--- src/rtl/stsup_pkg.sv ---
package stsup_pkg;

    localparam int unsigned NCH   = 4;
    localparam int unsigned NPAIR = 2;
    localparam int unsigned THR_W = 3;

    localparam logic [THR_W-1:0] THR_ADJ = 3'd7;

    // Nominal ladder index: 0=3.3V 1=2.5V 2=1.8V 3=1.5V 4=1.2V 5=1.0V, 7=adjustable.
    // Channel 1 always sits at the top rung; higher channels step down with the select.
    function automatic logic [THR_W-1:0] thr_code(input int unsigned ch, input logic [1:0] sel);
        if (sel == 2'b11) begin
            return THR_ADJ;
        end
        if (ch == 0) begin
            return '0;
        end
        return THR_W'(ch) + {1'b0, sel};
    endfunction

endpackage

--- src/rtl/stsup_sync.sv ---
module stsup_sync #(
    parameter int unsigned W = 8
) (
    input  logic         clk,
    input  logic         rst_n,
    input  logic [W-1:0] d_i,
    output logic [W-1:0] q_o
);

    typedef struct packed {
        logic [W-1:0] s1;
        logic [W-1:0] s2;
    } sync_st_t;

    sync_st_t st_d, st_q;

    always_comb begin
        st_d    = st_q;
        st_d.s1 = d_i;
        st_d.s2 = st_q.s1;
    end

    always_ff @(posedge clk or negedge rst_n) begin
        if (!rst_n) begin
            st_q <= '0;
        end else begin
            st_q <= st_d;
        end
    end

    assign q_o = st_q.s2;

endmodule

--- src/rtl/stsup_deglitch.sv ---
module stsup_deglitch #(
    parameter int unsigned HOLD = 8
) (
    input  logic clk,
    input  logic rst_n,
    input  logic d_i,
    output logic q_o
);

    localparam int unsigned CW = $clog2(HOLD) + 1;

    typedef struct packed {
        logic          lvl;
        logic [CW-1:0] cnt;
    } flt_st_t;

    flt_st_t st_d, st_q;

    // The filtered level follows the input only after HOLD consecutive
    // cycles of disagreement; any agreement restarts the count.
    always_comb begin
        st_d = st_q;
        if (d_i == st_q.lvl) begin
            st_d.cnt = '0;
        end else if (st_q.cnt == CW'(HOLD - 1)) begin
            st_d.lvl = d_i;
            st_d.cnt = '0;
        end else begin
            st_d.cnt = st_q.cnt + CW'(1);
        end
    end

    always_ff @(posedge clk or negedge rst_n) begin
        if (!rst_n) begin
            st_q <= '0;
        end else begin
            st_q <= st_d;
        end
    end

    assign q_o = st_q.lvl;

endmodule

--- src/rtl/stsup_chan_timer.sv ---
module stsup_chan_timer #(
    parameter int unsigned FALL_DLY = 4,
    parameter int unsigned DW       = 8
) (
    input  logic          clk,
    input  logic          rst_n,
    input  logic          en_i,
    input  logic          cond_i,
    input  logic [DW-1:0] dly_i,
    output logic          out_o
);

    localparam int unsigned FW = $clog2(FALL_DLY) + 1;
    localparam int unsigned CW = (DW > FW) ? DW : FW;

    typedef struct packed {
        logic          out;
        logic [CW-1:0] cnt;
    } tmr_st_t;

    tmr_st_t       st_d, st_q;
    logic [CW-1:0] rise_lim;

    assign rise_lim = CW'(dly_i) - CW'(1);

    always_comb begin
        st_d = st_q;
        if (!en_i) begin
            st_d.out = 1'b0;
            st_d.cnt = '0;
        end else if (st_q.out == cond_i) begin
            st_d.cnt = '0;
        end else if (!cond_i) begin
            if (st_q.cnt == CW'(FALL_DLY - 1)) begin
                st_d.out = 1'b0;
                st_d.cnt = '0;
            end else begin
                st_d.cnt = st_q.cnt + CW'(1);
            end
        end else begin
            if (st_q.cnt >= rise_lim) begin
                st_d.out = 1'b1;
                st_d.cnt = '0;
            end else begin
                st_d.cnt = st_q.cnt + CW'(1);
            end
        end
    end

    always_ff @(posedge clk or negedge rst_n) begin
        if (!rst_n) begin
            st_q <= '0;
        end else begin
            st_q <= st_d;
        end
    end

    assign out_o = st_q.out;

endmodule

--- src/rtl/stsup_quad.sv ---
module stsup_quad
    import stsup_pkg::*;
#(
    parameter int unsigned UV_FILT     = 8,
    parameter int unsigned EN_FILT     = 3,
    parameter int unsigned FALL_DLY    = 4,
    parameter int unsigned DLY_W       = 8,
    parameter int unsigned DLY_DEFAULT = 20
) (
    input  logic             clk,
    input  logic             rst_n,
    input  logic [3:0]       uv_ok_i,
    input  logic [1:0]       ov_hi_i,
    input  logic [3:0]       en_i,
    input  logic             ov_mode_i,
    input  logic             invert_i,
    input  logic [1:0]       thr_sel_i,
    input  logic [3:0]       dly_we_i,
    input  logic [DLY_W-1:0] dly_wdata_i,
    output logic [3:0]       status_o,
    output logic [11:0]      thr_idx_o
);

    localparam int unsigned SYNC_W = 2 * NCH + NPAIR + 4;

    typedef struct packed {
        logic [NCH-1:0][DLY_W-1:0] dly;
    } cfg_st_t;

    logic [SYNC_W-1:0]          raw_bus, syn_bus;
    logic [NCH-1:0]             uv_s, en_s, uv_f, en_f;
    logic [NPAIR-1:0]           ov_s, ov_f;
    logic                       mode_s, inv_s;
    logic [1:0]                 thr_s;
    logic [NCH-1:0]             chan_en, chan_cond, chan_out;
    logic [NCH-1:0][DLY_W-1:0]  eff_dly;
    cfg_st_t                    st_d, st_q;

    assign raw_bus = {thr_sel_i, invert_i, ov_mode_i, en_i, ov_hi_i, uv_ok_i};

    stsup_sync #(.W(SYNC_W)) u_sync (
        .clk   (clk),
        .rst_n (rst_n),
        .d_i   (raw_bus),
        .q_o   (syn_bus)
    );

    assign {thr_s, inv_s, mode_s, en_s, ov_s, uv_s} = syn_bus;

    for (genvar k = 0; k < NCH; k++) begin : g_flt
        stsup_deglitch #(.HOLD(UV_FILT)) u_uv_flt (
            .clk   (clk),
            .rst_n (rst_n),
            .d_i   (uv_s[k]),
            .q_o   (uv_f[k])
        );
        stsup_deglitch #(.HOLD(EN_FILT)) u_en_flt (
            .clk   (clk),
            .rst_n (rst_n),
            .d_i   (en_s[k]),
            .q_o   (en_f[k])
        );
    end

    for (genvar p = 0; p < NPAIR; p++) begin : g_ovf
        stsup_deglitch #(.HOLD(UV_FILT)) u_ov_flt (
            .clk   (clk),
            .rst_n (rst_n),
            .d_i   (ov_s[p]),
            .q_o   (ov_f[p])
        );
    end

    // Release-delay registers.
    always_comb begin
        st_d = st_q;
        for (int k = 0; k < NCH; k++) begin
            if (dly_we_i[k]) begin
                st_d.dly[k] = dly_wdata_i;
            end
        end
    end

    always_ff @(posedge clk or negedge rst_n) begin
        if (!rst_n) begin
            st_q <= '0;
        end else begin
            st_q <= st_d;
        end
    end

    always_comb begin
        for (int k = 0; k < NCH; k++) begin
            eff_dly[k] = (st_q.dly[k] == '0) ? DLY_W'(DLY_DEFAULT) : st_q.dly[k];
        end
    end

    // Channel pairing by mode.
    always_comb begin
        if (!mode_s) begin
            chan_en   = en_f;
            chan_cond = uv_f;
        end else begin
            chan_en   = '0;
            chan_cond = '0;
            for (int p = 0; p < NPAIR; p++) begin
                chan_en[p]   = en_f[p] & en_f[p+NPAIR];
                chan_cond[p] = uv_f[p] & ~ov_f[p];
            end
        end
    end

    for (genvar k = 0; k < NCH; k++) begin : g_tmr
        stsup_chan_timer #(.FALL_DLY(FALL_DLY), .DW(DLY_W)) u_tmr (
            .clk    (clk),
            .rst_n  (rst_n),
            .en_i   (chan_en[k]),
            .cond_i (chan_cond[k]),
            .dly_i  (eff_dly[k]),
            .out_o  (chan_out[k])
        );
    end

    assign status_o[1:0] = chan_out[1:0];
    assign status_o[3:2] = chan_out[3:2] ^ {2{inv_s}};

    for (genvar k = 0; k < NCH; k++) begin : g_thr
        assign thr_idx_o[THR_W*k +: THR_W] = thr_code(k, thr_s);
    end

endmodule

--- config.mk ---
export PLATFORM = sky130hd
export DESIGN_NAME = stsup_quad
export DESIGN_NICKNAME = d
export VERILOG_FILES = /design/src/rtl/stsup_pkg.sv /design/src/rtl/stsup_sync.sv /design/src/rtl/stsup_deglitch.sv /design/src/rtl/stsup_chan_timer.sv /design/src/rtl/stsup_quad.sv
export SDC_FILE = /design/constraint.sdc
export NUM_CORES = 1
export LEC_CHECK = 0
export ABC_AREA = 1
export BUFFER_PORTS_ARGS = -buffer_cell sky130_fd_sc_hd__buf_2
export CAP_MARGIN = 20
export CORE_ASPECT_RATIO = 1.1
export CORE_UTILIZATION = 47
export DETAILED_ROUTE_END_ITERATION = 6
export PLACE_DENSITY = 0.72
export SLEW_MARGIN = 20
export SYNTH_ARGS = -nofsm -noshare
export SYNTH_HDL_FRONTEND = slang
export SYNTH_HIERARCHICAL = 1
export SYNTH_SLANG_ARGS = --single-unit
--- constraint.sdc ---
create_clock -name clk -period 2.7 [get_ports clk]
set_input_delay 0.405 -clock clk [delete_from_list [all_inputs] [get_ports clk]]
set_output_delay 0.405 -clock clk [all_outputs]
set_load 0.01 [all_outputs]
==> metrics.cfg, run 1 <==
[floorplanning]
fp.dieH_um=137.1
pin_count=44
start_util=0.4782
die-area_um2=17110
rows=49
core-area_um2=16310
die_w_um=124.8

[route]
routed_via_density=4.739
drc=8
drt_iter0_markers=236
wirelength_um=13620
dr_total_vias=5782
antenna_left=0
detail_route.wl_per_cell_um=11.16
drt-pass1-iter-count=7

[grt]
grt_pass1_vias=5443
antenna_found_initial=0
grt_usage=0.1742
grt_pass1_wl_um=23750
grt_max_degree=51
grt-ovfl-total=0

[final_layout]
drive_above_1_share=0.1004
layout_commonest_cell=nand2_1
layout_common_cells=nand2_1, inv_1, dfrtp_1, nor2_1, ha_1
nets=1081
final_cell_area_um2=8737
syn2layout_area_growth_pct=12.03
antenna_cells=0
nFillCells=1518

[critical_path]
worstPathMaxFanout=8
crit_family=simple AND/OR/NAND/NOR gates
max_stage_delay_ns=0.43
r2r_slack_ns=0.29
crit_type=flip-flop to flip-flop
reg2regPathDepth=17
path_cells=nor2_1 > nand2_1 > o21ai_0 > nor2_1 > nand2_1 > xor2_1 > inv_1 > ha_1 > nand2_1 > nor2_1 > nor2_1 > nand2_1 > nand2_1 > nand2_1 > nand2_1 > nand2_4 > nor2_1
worstReg2RegStart=st_q[5]
cpMostUsedCell=nand2_1
required_ns=3.01
critPathBufInv=1
r2r-end=g_tmr[0].u_tmr/st_q[6]
worstPathArrival_ns=2.72
end_kind=flip-flop
crit_cells=17
cp-start-kind=flip-flop
worst_path_max_delay_cell=dfrtp_1
startpoint=st_q[5]
crit_end=g_tmr[0].u_tmr/st_q[6]

[sta]
hold_viol_final=0
period_minus_slack_ns=2.411
rsz0062_at_grt=no
skew_ns=0.006871
finalSetupTns_ns=0
worst_pin_slew_ns=0.5094
finalSetupViolations=0
fmax_ghz=0.4148
maxSlewViolCount=0
slew-limit-headroom=0.6573
fin_crit_sh=0.8928

[pwr]
power.leakage_nw=4.451
vdd_ir_drop_max_mv=0.4953
p_per_area_nw_per_um2=707.8

[flow_run]
drv_cap=0

[run_status]
violations=DRC
outcome=finished with violations

[synth]
mappedNetlistNets=1050
yosysSeqAreaShare=0.4556
synth_edf_count=0
dominantRegCellSynth=dfrtp_1
syn-instance-count=972
yosysWarnings=6
ys_types=24
avgSynthCellArea_um2=8.023
async_flop_share=1.000
synth_area_um2=7799
yosys_register_bits=142

[clock_tree]
tritoncts=built
cts_buffers=17
cts-root-buf=clkbuf_16
clk_path_buf_depth=2
worstSkewPairLatency_ns=0.42
path_clk_slew_ns=0.06
postCtsSetupBuffers=0
htreeDepth=4
clock-sinks=142

[place]
io_buffers=43
place.gp.congestion=0.8120
placed_area_um2=8135
dp_hpwl_um=10070

[min_path]
hold_path_class=input pin to flip-flop

-- worst min-delay path by stage --
stage                        start               endpoint  cells after the start
floorplan                    rst_n  g_flt[0].u_en_flt/q_o                      0
global placement    u_sync/st_d[0]          u_sync/q_o[0]                      0
detailed placement  u_sync/st_d[9]          u_sync/q_o[9]                      0
CTS                        en_i[1]         u_sync/st_d[7]                      1
global route               en_i[1]         u_sync/st_d[7]                      1
finish                     en_i[1]         u_sync/st_d[7]                      1
-- area by class of cell --
| class | instances | area (µm²) | area share |
|---|---|---|---|
| inverter | 185 | 694.4 | 0.07948 |
| timing repair buffer | 47 | 279.0 | 0.03193 |
| sequential | 142 | 3553 | 0.4067 |
| multi-input combinational | 610 | 3363 | 0.3849 |
| tap | 204 | 255.2 | 0.02921 |
| clock buffer | 20 | 456.7 | 0.05227 |
| clock inverter | 12 | 135.1 | 0.01547 |
-- per-stage QoR --
step | setup WS, ns | power (mW) | hold WS, ns | cells | util
floorplan | 0.5874 | 3.596 | 0.1094 | 972 | -
global placement | 0.3192 | 3.844 | 0.3330 | 1187 | 0.4988
detailed placement | 0.2780 | 3.903 | 0.3356 | 1187 | 0.4988
CTS | 0.2593 | 6.253 | 0.06588 | 1220 | 0.5358
global route | 0.001085 | 6.579 | 0.06593 | 1220 | 0.5358
finish | 0.2893 | 6.184 | 0.08285 | 1220 | 0.5358
-- routing by layer --
layer / GRT usage / wire length, µm / up-vias / share of wire
li1: - / - / 3001 / -
met5: 0 / 0 / - / 0
met2: 0.3006 / 6708 / 61 / 0.49
met4: 0.07114 / 200 / 0 / 0.015
met3: 0.03714 / 404 / 16 / 0.030
met1: 0.2141 / 6302 / 2704 / 0.46
-- cells by family after synthesis --
group           after synthesis  share of synthesized area
simple gates                422                     0.2304
buf+inv                     220                     0.1131
flops                       142                     0.4556
compound gates               78                    0.05327
xor+xnor                     60                    0.06738
fa+ha+maj                    50                    0.08022
-- Yosys cell counts (5+ instances only) --
master,number,area share
a21oi_1,20,0.013
dfrtp_1,142,0.46
clkbuf_1,24,0.012
xnor2_1,22,0.025
nor2_1,131,0.063
nand3_2,8,0.010
nand4_1,18,0.014
nor2_2,5,0.0040
nand2_1,216,0.10
inv_1,181,0.087
ha_1,50,0.080
nor3_1,12,0.0077
buf_4,7,0.0067
nand3_1,24,0.015
o21ai_0,39,0.025
o21ai_1,7,0.0045
xor2_1,38,0.043
-- sequential cells by signal, indices dropped and copies added (netlist names), 8 cells and up --
register	count
g_tmr.u_tmr/st_q	32
g_ovf.u_ov_flt/st_q	8
g_flt.u_uv_flt/st_q	16
g_flt.u_en_flt/st_q	12
u_sync/st_d	14
u_sync/q_o	14
st_q	32
-- worst register-to-register path: stages, from the launching register on --
cell and delay (ns):
dfrtp_1 0.43, nor2_1 0.10, nand2_1 0.08, o21ai_0 0.34
nor2_1 0.10, nand2_1 0.09, xor2_1 0.16, inv_1 0.06
ha_1 0.29, nand2_1 0.07, nor2_1 0.10, nor2_1 0.04
nand2_1 0.05, nand2_1 0.04, nand2_1 0.08, nand2_1 0.09
nand2_4 0.13, nor2_1 0.05
-- power breakdown --
part	switching (mW)	internal, mW	leakage (nW)	total, mW
logic	0.663	0.468	2.34	1.13
registers	0.310	2.42	1.83	2.73
clock network	0.910	1.41	0.279	2.32
-- timing repair --
| action | in CTS | in global routing |
|---|---|---|
| endpoints found under the setup margin | 0 | 8 |
| resized for setup | 0 | 1 |
| hold buffers | 1 | 0 |
| hold endpoints to repair | 47 | 0 |
No activity file was read; power rests on OpenSTA's default activity.
==> run 2: changes to the inputs <==
Settings changed: CORE_UTILIZATION 47 to 54, PLACE_DENSITY 0.72 to 0.8.
==> metrics.cfg, run 2 (synthesized netlist as in run 1, its figures left out) <==
[clock_tree]
clock-sinks=142  ; unchanged
tritoncts=built  ; unchanged
clk_path_buf_depth=2  ; unchanged
path_clk_slew_ns=0.06  ; about the same
htreeDepth=4  ; unchanged
cts-root-buf=clkbuf_16  ; unchanged
worstSkewPairLatency_ns=0.42  ; about the same
postCtsSetupBuffers=0  ; unchanged
cts_buffers=17  ; unchanged

[pwr]
p_per_area_nw_per_um2=697.3  ; was 707.8 nW/µm²
p_sw_frac=0.2994  ; was 0.3046
p_comb_frac=0.189  ; was 0.183
intPower_mw=4.229  ; was 4.300 mW
vdd_ir_drop_max_mv=0.5684  ; was 0.4953 mV
p_clk_frac=0.359  ; was 0.376
power.leakage_nw=4.436  ; was 4.451 nW
pwr-share-seq=0.452  ; was 0.441
p_switching_mw=1.807  ; was 1.884 mW

[sta]
maxSlewViolCount=0  ; unchanged
setup_ws_ns=0.2560  ; was 0.2893 ns
skew_ns=0.005486  ; was 0.006871 ns
slew-limit-headroom=0.5268  ; was 0.6573
worst_pin_slew_ns=0.7035  ; was 0.5094 ns
hold_viol_final=0  ; unchanged
fmax_ghz=0.4092  ; was 0.4148 GHz
rsz0062_at_grt=no  ; unchanged
period_minus_slack_ns=2.444  ; was 2.411 ns
finalSetupViolations=0  ; unchanged
fin_crit_sh=0.9052  ; was 0.8928
finalSetupTns_ns=0  ; unchanged

[critical_path]
cp-start-kind=flip-flop  ; unchanged
required_ns=3.00  ; was 3.01 ns
max_stage_delay_ns=0.44  ; was 0.43 ns
path_cells=nor2_1 > nand2_1 > o21ai_0 > nor2_1 > nand2_1 > xor2_1 > inv_1 > ha_1 > nand2_1 > nor2_1 > nor2_1 > nand2_1 > nand2_1 > nand2_1 > nand2_1 > nand2_4 > nor2_1  ; unchanged
crit_type=flip-flop to flip-flop  ; unchanged
critPathBufInv=1  ; unchanged
worstPathArrival_ns=2.75  ; was 2.72 ns
crit_family=simple AND/OR/NAND/NOR gates  ; unchanged
cpMostUsedCell=nand2_1  ; unchanged
worst_path_max_delay_cell=dfrtp_1  ; unchanged
worstPathMaxFanout=8  ; unchanged
end_kind=flip-flop  ; unchanged

[place]
dp_worst_setup_slack_ns=0.2749  ; was 0.2780 ns
place.gp.congestion=0.8320  ; was 0.8120
dp_hpwl_um=9970  ; was 10070 µm
io_buffers=43  ; unchanged
placed_area_um2=8095  ; was 8135 µm²

[grt]
antenna_found_initial=0  ; unchanged
met2_usage=0.3512  ; was 0.3006
grt-ovfl-total=0  ; unchanged
grt_usage=0.2092  ; was 0.1742
use_met1=0.2564  ; was 0.2141
grt_pass1_wl_um=24120  ; was 23750 µm
grtUsageMet3=0.05343  ; was 0.03714
grt_pass1_vias=5655  ; was 5443
grt_max_degree=64  ; was 51
top_usage_layer=met2  ; unchanged

[min_path]
hold_path_class=input pin to flip-flop  ; unchanged

[final_layout]
nFillCells=1233  ; was 1518
reg_top3=g_tmr.u_tmr/st_q (32), st_q (32), g_flt.u_uv_flt/st_q (16)  ; unchanged
layout_common_cells=nand2_1, inv_1, dfrtp_1, nor2_1, ha_1  ; unchanged
antenna_cells=0  ; unchanged
post-route-util=0.6199  ; was 0.5358
final_cell_area_um2=8656  ; was 8737 µm²
layout_commonest_cell=nand2_1  ; unchanged
syn2layout_area_growth_pct=10.99  ; was 12.03%
drive_above_1_share=0.09674  ; was 0.1004
nets=1080  ; was 1081

[floorplanning]
core-area_um2=13960  ; was 16310 µm²
pin_count=44  ; unchanged
rows=45  ; was 49
die-area_um2=14930  ; was 17110 µm²
start_util=0.5585  ; was 0.4782
die_w_um=116.6  ; was 124.8 µm
fp.dieH_um=128.0  ; was 137.1 µm

[route]
drt-pass1-iter-count=4  ; was 7
antenna_left=0  ; unchanged
drt_iter0_markers=238  ; was 236
detail_route.wl_per_cell_um=11.40  ; was 11.16 µm
dr_total_vias=5806  ; was 5782
routed_via_density=4.834  ; was 4.739
drc=0  ; was 8
wirelength_um=13690  ; was 13620 µm

[flow_run]
drv_cap=0  ; unchanged

[run_status]
outcome=finished, final reports clean  ; was finished with violations

==> run 2: cell count changes in the layout (fill, tap and decap cells not counted) <==
cell,delta
buf_12,-1
clkinv_4,-1
clkbuf_1,+1
clkinv_2,+3
inv_6,-3
clkbuf_8,+2
bufinv_16,-1
clkinvlp_4,-3
==> run 2: final timing paths <==
kind,from,end,slack [ns],depth (start not counted)
min reg2reg,u_sync/st_d[8],u_sync/q_o[8],0.34,0
max reg2reg,st_q[13],g_tmr[1].u_tmr/st_q[4],0.26,17
min,en_i[1],u_sync/st_d[7],0.09,1
max in group asynchronous,rst_n,g_ovf[0].u_ov_flt/st_q[1],1.44,3
max,st_q[13],g_tmr[1].u_tmr/st_q[4],0.26,17
min in group asynchronous,rst_n,g_flt[1].u_en_flt/st_q[2],0.50,2
==> run 2: layer usage <==
layer | routed length [µm] | part of all wire
met2 | 6767 | 0.49
met1 | 6194 | 0.45
met3 | 490 | 0.036
met4 | 238 | 0.017
met5 | 0 | 0
==> run 2: layout make-up <==
type,instances,area [µm²],share of cell area
multi-input combinational,610,3363,0.3886
sequential,142,3553,0.4105
timing repair buffer,46,259.0,0.02992
clock buffer,23,488.0,0.05637
clock inverter,7,62.56,0.007228
inverter,185,694.4,0.08023
tap,188,235.2,0.02718
==> run 2: what timing repair did <==
item	4_1_cts	5_1_grt
hold endpoints to repair	50	0
resized for setup	0	1
hold buffers	1	0
endpoints found under the setup margin	0	8
==> run 2: power by group through the flow <==
stage / logic (mW) / clock network (mW) / registers (mW)
floorplan: 0.920 / 0 / 2.68
global route: 1.34 / 2.32 / 2.78
CTS: 1.16 / 2.23 / 2.73
global placement: 1.10 / 0 / 2.74
finish: 1.14 / 2.17 / 2.73
detailed placement: 1.14 / 0 / 2.76
==> run 2: per-stage QoR <==
step	power, mW	cells	hold slack (ns)
4_1_cts	6.113	1201	0.06655
2_1_floorplan	3.596	972	0.1094
6_report	6.036	1201	0.09129
5_1_grt	6.441	1201	0.06293
3_5_place_dp	3.898	1170	0.3347
3_3_place_gp	3.838	1170	0.3316
==> run 3: changes to the inputs <==
Settings changed: ABC_AREA 1 to not set.
==> metrics.cfg, run 3 <==
[sta]
fmax_ghz=0.3789  ; was 0.4092 GHz
rsz0062_at_grt=yes  ; was no
maxSlewViolCount=0  ; unchanged
worst_pin_slew_ns=0.5810  ; was 0.7035 ns
skew_ns=0.01039  ; was 0.005486 ns
setup_ws_ns=0.06059  ; was 0.2560 ns
whs_ns=0.08437  ; was 0.09129 ns
slew-limit-headroom=0.6126  ; was 0.5268
hold_viol_final=0  ; unchanged
finalSetupViolations=0  ; unchanged
period_minus_slack_ns=2.639  ; was 2.444 ns
fin_crit_sh=0.9776  ; was 0.9052
finalSetupTns_ns=0  ; unchanged

[route]
detail_route.wl_per_cell_um=16.14  ; was 11.40 µm
wirelength_um=14350  ; was 13690 µm
routed_via_density=5.634  ; was 4.834
dr_total_vias=5009  ; was 5806
drt-pass1-iter-count=4  ; unchanged
drt_iter0_markers=284  ; was 238
antenna_left=0  ; unchanged
drc=0  ; unchanged

[clock_tree]
htreeDepth=4  ; unchanged
tritoncts=built  ; unchanged
worstSkewPairLatency_ns=0.43  ; was 0.42 ns
clock-sinks=142  ; unchanged
cts-root-buf=clkbuf_16  ; unchanged
path_clk_slew_ns=0.06  ; about the same
clk_path_buf_depth=2  ; unchanged
cts_buffers=17  ; unchanged

[synth]
yosysSeqAreaShare=0.4731  ; was 0.4556
avgSynthCellArea_um2=11.41  ; was 8.023 µm²
dominantRegCellSynth=dfrtp_1  ; unchanged
synth_area_leader_cell=dfrtp_1  ; unchanged
mappedNetlistNets=736  ; was 1050
syn-instance-count=658  ; was 972
yosys.cell_count.top_type=dfrtp_1  ; was nand2_1
ys_top_cells_by_area=dfrtp_1, ha_1, xnor2_1  ; was dfrtp_1, nand2_1, inv_1
synthTopCellsByCount=dfrtp_1, ha_1, xnor2_1, nand2_1, inv_1  ; was nand2_1, inv_1, dfrtp_1, nor2_1, ha_1
synth_edf_count=0  ; unchanged
ys_types=40  ; was 24
yosys_register_bits=142  ; unchanged
synth_area_um2=7511  ; was 7799 µm²
yosysWarnings=6  ; unchanged
synth_top_cell_area_share=0.4731  ; was 0.4556
async_flop_share=1.000  ; unchanged

[final_layout]
layout_common_cells=dfrtp_1, ha_1, xnor2_1, buf_2, nand2_1  ; was nand2_1, inv_1, dfrtp_1, nor2_1, ha_1
nFillCells=973  ; was 1233
drive_above_1_share=0.2752  ; was 0.09674
layout_commonest_cell=dfrtp_1  ; was nand2_1
final_cell_area_um2=8666  ; was 8656 µm²
post-route-util=0.6478  ; was 0.6199
stdcell_count=889  ; was 1201
reg_top3=g_tmr.u_tmr/st_q (32), st_q (32), g_flt.u_uv_flt/st_q (16)  ; unchanged
syn2layout_area_growth_pct=15.38  ; was 10.99%
multiInputGateArea_um2=3794  ; was 3363 µm²
regArea_um2=3566  ; was 3553 µm²
nets=771  ; was 1080
antenna_cells=0  ; unchanged

[grt]
grt-ovfl-total=0  ; unchanged
grt_max_degree=63  ; was 64
grt_usage=0.2154  ; was 0.2092
grt_pass1_wl_um=24360  ; was 24120 µm
antenna_found_initial=0  ; unchanged
grt_pass1_vias=5273  ; was 5655

[floorplanning]
fp.dieH_um=125.7  ; was 128.0 µm
core-area_um2=13380  ; was 13960 µm²
start_util=0.5614  ; was 0.5585
pin_count=44  ; unchanged
die-area_um2=14390  ; was 14930 µm²
rows=44  ; was 45
die_w_um=114.5  ; was 116.6 µm

[critical_path]
r2r_slack_ns=0.06  ; was 0.26 ns
worstPathMaxFanout=8  ; unchanged
path_cells=nor4_4 > a31o_1 > nor2_1 > nor4b_2 > xnor2_1 > ha_1 > nand2_1 > a211o_1 > o21bai_4 > a211oi_2  ; was nor2_1 > nand2_1 > o21ai_0 > nor2_1 > nand2_1 > xor2_1 > inv_1 > ha_1 > nand2_1 > nor2_1 > nor2_1 > nand2_1 > nand2_1 > nand2_1 > nand2_1 > nand2_4 > nor2_1
crit_type=flip-flop to flip-flop  ; unchanged
crit_family=compound AO/OA/AOI/OAI gates  ; was simple AND/OR/NAND/NOR gates
max_stage_delay_ns=0.46  ; was 0.44 ns
cp-start-kind=flip-flop  ; unchanged
worstPathArrival_ns=2.93  ; was 2.75 ns
required_ns=2.99  ; was 3.00 ns
end_kind=flip-flop  ; unchanged
worst_path_max_delay_cell=dfrtp_2  ; was dfrtp_1
critPathBufInv=0  ; was 1

[place]
dp_worst_setup_slack_ns=0.01692  ; was 0.2749 ns
place.gp.congestion=0.8757  ; was 0.8320
dp.cells=853  ; was 1170
dp_hpwl_um=9608  ; was 9970 µm
io_buffers=43  ; unchanged
placed_area_um2=7835  ; was 8095 µm²

[pwr]
vdd_ir_drop_max_mv=0.4465  ; was 0.5684 mV
p_per_area_nw_per_um2=761.4  ; was 697.3 nW/µm²
p_total_mw=6.598  ; was 6.036 mW
power.leakage_nw=3.691  ; was 4.436 nW

[min_path]
hold_path_class=input pin to flip-flop  ; unchanged

[flow_run]
drv_cap=0  ; unchanged

[run_status]
outcome=finished, final reports clean  ; unchanged

-- run 3: worst paths after layout --
check | from | endpoint | cells after the start
max | st_q[27] | g_tmr[3].u_tmr/st_q[4] | 10
max reg2reg | st_q[27] | g_tmr[3].u_tmr/st_q[4] | 10
max in group asynchronous | rst_n | u_sync/st_d[10] | 3
min in group asynchronous | rst_n | u_sync/q_o[13] | 2
min | ov_hi_i[0] | u_sync/st_d[4] | 1
min reg2reg | u_sync/st_d[12] | u_sync/q_o[12] | 0
-- run 3: what timing repair did --
action                                 CTS  global route
resized for setup                        4            32
setup endpoints to repair               12            32
hold buffers                             1             0
setup buffers                            1             3
endpoints found under the hold margin   59             0
pin swaps                                0             5
-- run 3: worst reg2reg max path, cell delays in order, from the launching register on --
cell      delay, ns
dfrtp_2        0.46
nor4_4         0.31
a31o_1         0.29
nor2_1         0.08
nor4b_2        0.17
xnor2_1        0.14
ha_1           0.30
nand2_1        0.05
a211o_1        0.30
o21bai_4       0.27
a211oi_2       0.13
-- run 3: kinds of logic (layout without fill, tap and decap cells) --
kind of cell,Yosys count,after routing,synth area share
adder cells (fa/ha/maj),50,50,0.08329
flip-flops,142,142,0.4731
AO/OA/AOI/OAI,109,109,0.1141
multiplexers,39,39,0.06330
AND/OR/NAND/NOR,176,176,0.1424
buffers and inverters,72,119,0.04215
XOR/XNOR,70,70,0.08162
-- run 3: cell type report --
cell class                 count  share of cell area
timing repair buffer          55             0.03768
multi-input combinational    444              0.4378
sequential                   142              0.4115
tap                          184             0.02657
clock buffer                  22             0.05703
inverter                      33             0.01429
clock inverter                 9             0.01516
-- run 3: power breakdown --
group | total (mW) | leakage (nW) | switching (mW) | internal, mW
Clock | 2.44 | 0.301 | 0.871 | 1.57
Sequential | 2.81 | 1.80 | 0.361 | 2.45
Combinational | 1.35 | 1.59 | 0.651 | 0.698
Total | 6.60 | 3.69 | 1.88 | 4.72
-- run 3: metal layers --
layer | part of all wire | global-route usage | routed length [µm] | vias up
met2 | 0.53 | 0.3786 | 7601 | 85
met4 | 0.020 | 0.09931 | 287 | 0
met1 | 0.41 | 0.2498 | 5936 | 2518
met3 | 0.036 | 0.04620 | 523 | 29
li1 | - | - | - | 2377
met5 | 0 | 0 | 0 | -
